===== src/rtl/env_addr_decoder_pkg.sv =====
package env_addr_decoder_pkg;

    // One-hot region bit positions
    typedef enum int unsigned {
        RG_ZP   = 0,
        RG_STK  = 1,
        RG_LOW  = 2,
        RG_BANK = 3,
        RG_HIGH = 4,
        RG_SYS  = 5,
        RG_IO   = 6,
        RG_ROM  = 7,
        RG_P0   = 8,
        RG_P1   = 9
    } region_idx_e;

    localparam int NUM_REGIONS = 10;
    typedef logic [NUM_REGIONS-1:0] region_vec_t;

    // Regions served by RAM: zero page .. system RAM (bits 0..5)
    localparam region_vec_t RAM_MASK = region_vec_t'(10'b00_0011_1111);

    // Mode register laid out by bit position
    typedef struct packed {
        logic       slow;     // bit 7
        logic       io_on;    // bit 6
        logic [1:0] rsvd_hi;  // bits 5:4
        logic       wprot;    // bit 3
        logic [1:0] rsvd_lo;  // bits 2:1
        logic       rom_on;   // bit 0
    } env_ctl_t;

    typedef enum logic [1:0] {
        CFG_ENV  = 2'd0,
        CFG_ZP   = 2'd1,
        CFG_BANK = 2'd2,
        CFG_NONE = 2'd3
    } cfg_sel_e;

    // Last address of each window
    localparam logic [15:0] ZP_LAST    = 16'h00FF;
    localparam logic [15:0] STK_LAST   = 16'h01FF;
    localparam logic [15:0] LOW_LAST   = 16'h1FFF;
    localparam logic [15:0] BANK_FIRST = 16'h2000;
    localparam logic [15:0] BANK_LAST  = 16'h9FFF;
    localparam logic [15:0] HIGH_LAST  = 16'hBFFF;
    localparam logic [15:0] IOP_LAST   = 16'hC0FF;
    localparam logic [15:0] SLOTA_LAST = 16'hC4FF;
    localparam logic [15:0] SLOTB_LAST = 16'hC7FF;
    localparam logic [15:0] EXP_LAST   = 16'hCFFF;
    localparam logic [15:0] MID_LAST   = 16'hEFFF;
    localparam logic [15:0] P0_FIRST   = 16'hFFD0;
    localparam logic [15:0] P0_LAST    = 16'hFFDF;
    localparam logic [15:0] P1_FIRST   = 16'hFFE0;
    localparam logic [15:0] P1_LAST    = 16'hFFEF;

    localparam logic [7:0] ENV_RESET  = 8'hFF;
    localparam logic [7:0] ZP_RESET   = 8'hFF;
    localparam logic [7:0] BANK_RESET = 8'h00;

    function automatic logic in_window(input logic [15:0] a,
                                       input logic [15:0] lo,
                                       input logic [15:0] hi);
        return (a >= lo) && (a <= hi);
    endfunction

endpackage


===== src/rtl/adec_cfg_regs.sv =====
module adec_cfg_regs
    import env_addr_decoder_pkg::*;
(
    input  logic       clk,
    input  logic       rst,
    input  logic       cfg_we,
    input  logic [1:0] cfg_sel,
    input  logic [7:0] cfg_wdata,
    output env_ctl_t   env_q,
    output logic [7:0] zp_q,
    output logic [7:0] bank_q
);

    always_ff @(posedge clk) begin
        if (rst) begin
            env_q  <= env_ctl_t'(ENV_RESET);
            zp_q   <= ZP_RESET;
            bank_q <= BANK_RESET;
        end else if (cfg_we) begin
            case (cfg_sel_e'(cfg_sel))
                CFG_ENV:  env_q  <= env_ctl_t'(cfg_wdata);
                CFG_ZP:   zp_q   <= cfg_wdata;
                CFG_BANK: bank_q <= cfg_wdata;
                default:  ;
            endcase
        end
    end

    assert_reset_vals_R9: assert property (@(posedge clk) disable iff (rst)
        $past(rst) |-> (8'(env_q) == ENV_RESET && zp_q == ZP_RESET && bank_q == BANK_RESET));

    assert_env_load_R9: assert property (@(posedge clk) disable iff (rst)
        (!$past(rst) && $past(cfg_we) && $past(cfg_sel) == 2'd0) |-> (8'(env_q) == $past(cfg_wdata)));

    assert_sel3_ignored_R9: assert property (@(posedge clk) disable iff (rst)
        (!$past(rst) && $past(cfg_we) && $past(cfg_sel) == 2'd3) |->
        ($stable(env_q) && $stable(zp_q) && $stable(bank_q)));

endmodule


===== src/rtl/adec_region.sv =====
module adec_region
    import env_addr_decoder_pkg::*;
(
    input  logic        clk,
    input  logic        rst,
    input  logic [15:0] addr,
    input  env_ctl_t    ctl,
    output region_vec_t hit,
    output logic        wr_guard
);

    always_comb begin
        hit      = '0;
        wr_guard = 1'b0;
        if (addr <= ZP_LAST) begin
            hit[RG_ZP] = 1'b1;
        end else if (addr <= STK_LAST) begin
            hit[RG_STK] = 1'b1;
        end else if (addr <= LOW_LAST) begin
            hit[RG_LOW] = 1'b1;
        end else if (addr <= BANK_LAST) begin
            hit[RG_BANK] = 1'b1;
        end else if (addr <= HIGH_LAST) begin
            hit[RG_HIGH] = 1'b1;
        end else if (addr <= IOP_LAST) begin
            if (ctl.io_on) begin
                hit[RG_IO] = 1'b1;
            end else begin
                hit[RG_SYS] = 1'b1;
                wr_guard    = ctl.wprot;
            end
        end else if (addr <= SLOTA_LAST) begin
            // hole while I/O is mapped
            if (!ctl.io_on) begin
                hit[RG_SYS] = 1'b1;
                wr_guard    = ctl.wprot;
            end
        end else if (addr <= SLOTB_LAST) begin
            hit[RG_SYS] = 1'b1;
            wr_guard    = ctl.wprot;
        end else if (addr <= EXP_LAST) begin
            if (!ctl.io_on) begin
                hit[RG_SYS] = 1'b1;
                wr_guard    = ctl.wprot;
            end
        end else if (addr <= MID_LAST) begin
            hit[RG_SYS] = 1'b1;
            wr_guard    = ctl.wprot;
        end else if (in_window(addr, P0_FIRST, P0_LAST)) begin
            hit[RG_P0] = 1'b1;
        end else if (in_window(addr, P1_FIRST, P1_LAST)) begin
            hit[RG_P1] = 1'b1;
        end else if (ctl.rom_on) begin
            hit[RG_ROM] = 1'b1;
        end else begin
            hit[RG_SYS] = 1'b1;
            wr_guard    = ctl.wprot | ctl.rom_on;
        end
    end

    assert_onehot_R1: assert property (@(posedge clk) disable iff (rst)
        $onehot0(hit));

    assert_io_hole_R5: assert property (@(posedge clk) disable iff (rst)
        (ctl.io_on && (in_window(addr, 16'hC100, 16'hC4FF) || in_window(addr, 16'hC800, 16'hCFFF)))
        |-> (hit == '0));

    assert_periph0_R8: assert property (@(posedge clk) disable iff (rst)
        in_window(addr, 16'hFFD0, 16'hFFDF) |-> hit[RG_P0]);

    assert_periph1_R8: assert property (@(posedge clk) disable iff (rst)
        in_window(addr, 16'hFFE0, 16'hFFEF) |-> hit[RG_P1]);

endmodule


===== src/rtl/adec_xlate.sv =====
module adec_xlate
    import env_addr_decoder_pkg::*;
#(
    parameter int RAM_AW  = 20,
    parameter int SYS_SEG = 15
) (
    input  region_vec_t       hit,
    input  logic [15:0]       addr,
    input  logic [7:0]        zp_page,
    input  logic [7:0]        bank,
    output logic [RAM_AW-1:0] ram_addr
);

    localparam int SEG_W  = RAM_AW - 16;
    localparam int OFF_W  = 15;
    localparam int BANK_W = RAM_AW - OFF_W;

    localparam logic [SEG_W-1:0] SEG = SEG_W'(SYS_SEG);

    logic [OFF_W-1:0]  bank_off;
    logic [BANK_W-1:0] bank_sel;

    assign bank_off = OFF_W'(addr - BANK_FIRST);
    assign bank_sel = bank[BANK_W-1:0];

    always_comb begin
        ram_addr = '0;
        if (hit[RG_ZP]) begin
            ram_addr = RAM_AW'({zp_page, addr[7:0]});
        end else if (hit[RG_BANK]) begin
            ram_addr = {bank_sel, bank_off};
        end else if (hit[RG_STK] || hit[RG_LOW] || hit[RG_HIGH] || hit[RG_SYS]) begin
            ram_addr = {SEG, addr};
        end
    end

endmodule


===== src/rtl/env_addr_decoder.sv =====
module env_addr_decoder
    import env_addr_decoder_pkg::*;
#(
    parameter int         RAM_AW    = 20,
    parameter int         SYS_SEG   = 15,
    parameter logic [7:0] FILL_BYTE = 8'hFF
) (
    input  logic                   clk,
    input  logic                   rst,
    input  logic                   cfg_we,
    input  logic [1:0]             cfg_sel,
    input  logic [7:0]             cfg_wdata,
    input  logic                   cpu_en,
    input  logic                   cpu_we,
    input  logic [15:0]            cpu_addr,
    output logic [NUM_REGIONS-1:0] region_sel,
    output logic                   region_valid,
    output logic                   ram_en,
    output logic                   ram_we,
    output logic [RAM_AW-1:0]      ram_addr,
    output logic [7:0]             rd_fill,
    output logic                   slow_mode
);

    env_ctl_t    env_q;
    logic [7:0]  zp_q;
    logic [7:0]  bank_q;
    region_vec_t hit;
    logic        wr_guard;

    adec_cfg_regs u_cfg (
        .clk       (clk),
        .rst       (rst),
        .cfg_we    (cfg_we),
        .cfg_sel   (cfg_sel),
        .cfg_wdata (cfg_wdata),
        .env_q     (env_q),
        .zp_q      (zp_q),
        .bank_q    (bank_q)
    );

    adec_region u_region (
        .clk      (clk),
        .rst      (rst),
        .addr     (cpu_addr),
        .ctl      (env_q),
        .hit      (hit),
        .wr_guard (wr_guard)
    );

    adec_xlate #(
        .RAM_AW  (RAM_AW),
        .SYS_SEG (SYS_SEG)
    ) u_xlate (
        .hit      (hit),
        .addr     (cpu_addr),
        .zp_page  (zp_q),
        .bank     (bank_q),
        .ram_addr (ram_addr)
    );

    logic ram_hit;
    assign ram_hit      = |(hit & RAM_MASK);
    assign region_sel   = hit;
    assign region_valid = |hit;
    assign ram_en       = cpu_en & ram_hit;
    assign ram_we       = cpu_en & ram_hit & cpu_we & ~wr_guard;
    assign rd_fill      = (cpu_en && !cpu_we && !(|hit)) ? FILL_BYTE : 8'h00;
    assign slow_mode    = env_q.slow;

    assert_wprot_R6: assert property (@(posedge clk) disable iff (rst)
        (ram_we && env_q.wprot) |-> (cpu_addr < 16'hC000));

    assert_rom_nowrite_R7: assert property (@(posedge clk) disable iff (rst)
        (env_q.rom_on && cpu_addr >= 16'hF000) |-> !ram_we);

    assert_zp_reloc_R2: assert property (@(posedge clk) disable iff (rst)
        (cpu_addr <= 16'h00FF) |-> (ram_addr == RAM_AW'({zp_q, cpu_addr[7:0]})));

    assert_fill_R11: assert property (@(posedge clk) disable iff (rst)
        (rd_fill != 8'h00) |-> (!region_valid && cpu_en && !cpu_we));

    assert_idle_R11: assert property (@(posedge clk) disable iff (rst)
        !cpu_en |-> (!ram_en && !ram_we));

endmodule


===== config.mk =====
export PLATFORM = sky130hd
export DESIGN_NAME = env_addr_decoder
export DESIGN_NICKNAME = d
export VERILOG_FILES = /design/src/rtl/env_addr_decoder_pkg.sv /design/src/rtl/adec_cfg_regs.sv /design/src/rtl/adec_region.sv /design/src/rtl/adec_xlate.sv /design/src/rtl/env_addr_decoder.sv
export SDC_FILE = /design/constraint.sdc
export NUM_CORES = 1
export LEC_CHECK = 0
export ABC_AREA = 1
export BUFFER_PORTS_ARGS = -buffer_cell sky130_fd_sc_hd__clkbuf_2
export CAP_MARGIN = 25
export CELL_PAD_IN_SITES_DETAIL_PLACEMENT = 0
export CELL_PAD_IN_SITES_GLOBAL_PLACEMENT = 2
export CORE_MARGIN = 2
export CORE_UTILIZATION = 24
export CTS_CLUSTER_SIZE = 24
export DETAILED_ROUTE_END_ITERATION = 6
export PLACE_DENSITY_LB_ADDON = 0.1
export SLEW_MARGIN = 5
export SYNTH_ARGS = -nofsm -noshare
export SYNTH_HDL_FRONTEND = slang
export SYNTH_HIERARCHICAL = 1
export SYNTH_SLANG_ARGS = --single-unit

===== constraint.sdc =====
create_clock -name clk -period 2.06 [get_ports clk]
set_input_delay 0.103 -clock clk [delete_from_list [all_inputs] [get_ports clk]]
set_output_delay 0.103 -clock clk [all_outputs]
set_load 0.05 [all_outputs]

Word level (Yosys, flattened, before mapping)
Index checks and enable logic that the tools add are counted.
{"block": "classes", "muxes": 50, "n_lt_le_gt_ge": 14, "n_eq_ne": 2, "bitwise": 5, "n_addsub": 1, "n_reduce_logical": 15}
{"operator": "$le 16x16->1 const B", "count": 9}
{"operator": "$mux 20", "count": 3}
{"operator": "$mux 1", "count": 36}
{"operator": "$ge 16x16->1 const B", "count": 2}
{"operator": "$le 16x13->1 const B", "count": 1}
{"operator": "$le 16x8->1 const B", "count": 1}
{"operator": "$le 16x9->1 const B", "count": 1}
{"operator": "$mux 8", "count": 2}
{"operator": "$mux 3", "count": 5}
{"operator": "$sub 15x14->15 const B", "count": 1}
{"operator": "$reduce_or 10->1", "count": 1}
{"operator": "$mux 9", "count": 1}
{"operator": "$mux 7", "count": 1}
{"operator": "$mux 6", "count": 1}
{"operator": "$reduce_and 2->1", "count": 3}
{"operator": "$reduce_or 6->1", "count": 1}
{"operator": "$mux 5", "count": 1}
{"operator": "$logic_and 1x1->1", "count": 4}
{"operator": "$and 1x1->1", "count": 3}
{"operator": "$logic_or 1x1->1", "count": 3}
{"operator": "$eq 2x1->1 const B", "count": 1}
{"operator": "$eq 2x2->1 const B", "count": 1}
{"operator": "$logic_not 1->1", "count": 2}
{"operator": "$logic_not 2->1", "count": 1}
{"operator": "other kinds (2)", "count": 2}
{"block": "word_totals", "regBits": 17}

Longest topological paths before layout
{"block": "logic_depth", "ltp_word": 20, "mapped_depth": 16}

Cells and area by module
Netlist, hierarchy kept.
{"module": "adec_cfg_regs", "area_per_inst_um2": 954.7, "n_inst": 1, "seq_area_each_um2": 480.5, "cells_per_inst": 125}
{"module": "adec_xlate", "area_per_inst_um2": 349.1, "n_inst": 1, "seq_area_each_um2": 0.0, "cells_per_inst": 69}
{"module": "adec_region", "area_per_inst_um2": 296.5, "n_inst": 1, "seq_area_each_um2": 0.0, "cells_per_inst": 60}
{"module": "env_addr_decoder", "area_per_inst_um2": 116.4, "n_inst": 1, "seq_area_each_um2": 0.0, "cells_per_inst": 22}

Least setup slack after synthesis
No wires, ideal clock.
{"block": "synth_timing", "path_type": "input to output", "start": "input cpu_addr[13]", "end": "output rd_fill[1]", "t_arrival_ps": 3835, "cell_stages": 10, "path_buffers": 1, "slack_ps": -1878, "required_ps": 1957, "path_cell_list": "nor2_2 > inv_1 > nor3_1 > nand2_1 > nor2_1 > nor2_1 > nor2_1 > nand3_1 > nor3_1 > buf_4"}
{"item": "from (decl)", "line_no": "env_addr_decoder.sv:15", "text": "input logic [15:0] cpu_addr,"}
{"item": "$le 16x8->1", "line_no": "adec_region.sv:15", "text": "if (addr <= ZP_LAST) begin"}
{"item": "$mux 1", "line_no": "adec_region.sv:15"}
{"item": "net region_sel[0]", "line_no": "env_addr_decoder.sv:16", "text": "output logic [NUM_REGIONS-1:0] region_sel,"}
{"item": "$reduce_or 10->1", "line_no": "env_addr_decoder.sv:68", "text": "assign rd_fill = (cpu_en && !cpu_we && !(|hit)) ? FILL_BYTE : 8'h00;"}
{"item": "$logic_not 1->1", "line_no": "env_addr_decoder.sv:68"}
{"item": "$logic_and 1x1->1", "line_no": "env_addr_decoder.sv:68"}
{"item": "$mux 8", "line_no": "env_addr_decoder.sv:68"}
{"item": "to (decl)", "line_no": "env_addr_decoder.sv:21", "text": "output logic [7:0] rd_fill,"}
The timed path passes the listed nets, and every way through them passes these cells.

Worst setup path after layout
{"block": "layout_timing", "start": "register, netlist name u_cfg/env_q[0]", "end": "output ram_addr[3]"}
{"block": "layout_between", "elab_chain_len": 17}
{"item": "$mux 1", "line_no": "adec_region.sv:53", "text": "end else if (ctl.rom_on) begin"}
{"item": "$mux 1", "line_no": "adec_region.sv:51", "text": "end else if (in_window(addr, P1_FIRST, P1_LAST)) begin"}
{"item": "$mux 1", "line_no": "adec_region.sv:49", "text": "end else if (in_window(addr, P0_FIRST, P0_LAST)) begin"}
{"item": "$mux 1", "line_no": "adec_region.sv:46", "text": "end else if (addr <= MID_LAST) begin"}
{"item": "$mux 1", "line_no": "adec_region.sv:41", "text": "end else if (addr <= EXP_LAST) begin"}
{"item": "$mux 1", "line_no": "adec_region.sv:38", "text": "end else if (addr <= SLOTB_LAST) begin"}
{"item": "$mux 1", "line_no": "adec_region.sv:32", "text": "end else if (addr <= SLOTA_LAST) begin"}
{"item": "$mux 1", "line_no": "adec_region.sv:25", "text": "end else if (addr <= IOP_LAST) begin"}
{"item": "$mux 5", "line_no": "adec_region.sv:23", "text": "end else if (addr <= HIGH_LAST) begin"}
{"item": "$mux 6", "line_no": "adec_region.sv:21", "text": "end else if (addr <= BANK_LAST) begin"}
{"item": "$mux 7", "line_no": "adec_region.sv:19", "text": "end else if (addr <= LOW_LAST) begin"}
{"item": "$mux 8", "line_no": "adec_region.sv:17", "text": "end else if (addr <= STK_LAST) begin"}
{"item": "$mux 9", "line_no": "adec_region.sv:15"}
{"item": "$logic_or 1x1->1", "line_no": "adec_xlate.sv:32", "text": "end else if (hit[RG_STK] || hit[RG_LOW] || hit[RG_HIGH] || hit[RG_SYS]) begin"}
{"item": "$mux 20", "line_no": "adec_xlate.sv:32"}
{"item": "$mux 20", "line_no": "adec_xlate.sv:30", "text": "end else if (hit[RG_BANK]) begin"}
{"item": "$mux 20", "line_no": "adec_xlate.sv:28", "text": "if (hit[RG_ZP]) begin"}
{"item": "to (decl)", "line_no": "env_addr_decoder.sv:20", "text": "output logic [RAM_AW-1:0] ram_addr,"}
No other way between the ends.

==> results_dict.tcl <==
set metrics [dict create \
    core_um2 5890 \
    start_kind "register" \
    reg2reg_depth 4 \
    grt_usage 0.143 \
    critPathKind "register to primary output" \
    place_ws_ns 0.0693 \
    diodes 0 \
    cp_num_buf_inv 3 \
    fin_crit_ns 1.97 \
    crit_cells 13 \
    synth_area_per_cell_um2 6.03 \
    clock-sinks 17 \
    synth_cells 242 \
    drc 0 \
    r2r-start "u_cfg/bank_q[4]" \
    nNetsFinal 350 \
    syn_nets 273 \
    setup.worst_path.start "u_cfg/env_q[0]" \
    cts_max_level 1 \
    rsz0062_at_grt "yes" \
    r2r_setup_slack_ns 1.42 \
    fin_skew_ns 0 \
    chipWidth_um 82 \
    ant_nets 0 \
    status "finished clean" \
    setup_viol 0 \
    gp_congestion 0.767 \
    clock_path_buffers 2 \
    vias 1700 \
    grt_pass1_wl_um 7580 \
    grt_max_degree 18 \
    tritoncts "built" \
    cp.required_ns 1.96 \
    instances_no_fill 393 \
    first_pass_iters 4 \
    relSlewSlack 0.650 \
    met3_length_um 252 \
    die_h_um 82 \
    top_layer_used "met4" \
    setup_slack_ns 0.0898 \
    clk_pin_slew_worst_paths_ns 0.06 \
    die_area_um2 6720 \
    overflow 0 \
    antenna_found_initial 0 \
    cp.arrival_ns 1.87 \
    crit_chain "inv_2, nand3_2, nand2_1, nand2_1, nand2_1, o21ai_1, nor2_2, nor2_4, nand3_4, nor2_8, buf_12, nor2_4, buf_6" \
    insertion_delay_ns 0.25 \
    drive_above_1_share 0.428 \
    cts.root.buffer_cell "clkbuf_8" \
    portBuffers 72 \
    power-per-cell-area_nw_per_um2 525 \
    period_share 0.956 \
    start_util 0.248 \
    crit_path_end_kind "primary output" \
    num-fill-cells 668 \
    m1WireLength_um 2160 \
    rows 28 \
    cap_violations 0 \
    routed_wirelength_um 4590 \
    syn-cell-area_um2 1460 \
    dp_hpwl_um 3640 \
    design_power_total_mw 1.24 \
    worst_r2r_endpoint "u_cfg/bank_q[4]" \
    peakVddDrop_uv 283 \
    wl_met2_um 2140 \
    ios 73 \
    cts_buffers 3 \
    grt_pass1_vias 1606 \
    tightest_slew_ns 0.525 \
    routed_via_density 4.33 \
    cts-hold-fix-buffers 0 \
    dr.first_iter.drc_count 81 \
    hold_viol 0 \
    worstPathMaxFanout 8 \
    p_leak_nw 1.24 \
    endpoint "ram_addr[3]" \
    slowest_stage "dfxtp_2" \
    timing.critical_path.mode_cell "nand2_1" \
    wire_per_inst_um 11.7 \
    fmax_ghz 0.508 \
    worst_path_largest_cell_delay_ns 0.34 \
    hold_depth 3 \
    yosys_warnings 6 \
    dp_cells 383 \
    hold_class "input pin to register" \
    area_growth_syn_to_layout_pct 61.8 \
    drv_slew 0 \
    critPathTopFamily "simple AND/OR/NAND/NOR gates" \
]
registers in the layout (all words and copies together) (netlist names):
signal,cells
u_cfg/zp_q,8
u_cfg/env_q,4
u_cfg/bank_q,5
layout by cell type, fill, tap and decap left out, types with 3 or more instances in the layout:
| cell type | count |
|---|---|
| a21oi_1 | 3 |
| buf_12 | 10 |
| buf_4 | 17 |
| buf_6 | 13 |
| clkbuf_2 | 43 |
| clkbuf_8 | 3 |
| dfxtp_1 | 15 |
| inv_1 | 31 |
| inv_2 | 5 |
| nand2_1 | 60 |
| nand3_1 | 25 |
| nand3_2 | 3 |
| nand3_4 | 3 |
| nand4_1 | 8 |
| nor2_1 | 28 |
| nor2_2 | 8 |
| nor2_4 | 15 |
tightest hold or removal path, stage by stage:
cell and delay [ns]:
clkbuf_2 0.10, nor2_1 0.04, nor2_1 0.08
final cells by class:
class / instances / area [um^2] / share of cell area
clock buffers: 4 / 45.0 / 0.0191
multi-input cells: 175 / 1030 / 0.434
inverters: 36 / 135 / 0.0572
repair buffers: 86 / 719 / 0.305
well taps: 75 / 93.8 / 0.0397
flip-flops and latches: 17 / 343 / 0.145
per-stage QoR:
stage | util | hold slack (ns) | area (um^2) | TNS (ns)
after CTS | 0.346 | 0.114 | 2040 | -0.0498
after global placement | 0.332 | 0.370 | 1960 | 0
after floorplan | - | 0.237 | 1570 | -2.06
after detailed placement | 0.332 | 0.374 | 1960 | 0
after global routing | 0.401 | 0.119 | 2360 | -0.183
final | 0.401 | 0.107 | 2360 | 0
how the worst min path moves through the flow:
stage	start	slack (ns)	to
after floorplan	cfg_wdata[0]	0.24	u_cfg/bank_q[0]
after global placement	cfg_wdata[4]	0.37	u_cfg/bank_q[4]
after detailed placement	cfg_wdata[4]	0.37	u_cfg/bank_q[4]
after CTS	cfg_wdata[4]	0.11	u_cfg/bank_q[4]
after global routing	cfg_wdata[4]	0.12	u_cfg/bank_q[4]
final	cfg_wdata[2]	0.11	u_cfg/bank_q[2]
per-layer routing:
layer / global-route usage / vias to the layer above
met3: 0.0143 / 2
met5: 0 / -
met2: 0.235 / 52
li1: - / 901
met4: 0.0400 / 0
met1: 0.198 / 745
where the power goes:
part / internal [mW] / switching, mW / leakage (nW)
sequential: 0.347 / 0.0109 / 0.139
clock: 0.137 / 0.106 / 0.0228
combinational: 0.226 / 0.414 / 1.08
total: 0.710 / 0.531 / 1.24
repair_timing:
action | CTS | global route
endpoints found under the hold margin | 0 | 0
pin swaps | 0 | 8
setup endpoints to repair | 15 | 30
buffers inserted | 0 | 6
gates resized for setup | 15 | 109
No activity file was read; power rests on OpenSTA's default activity.
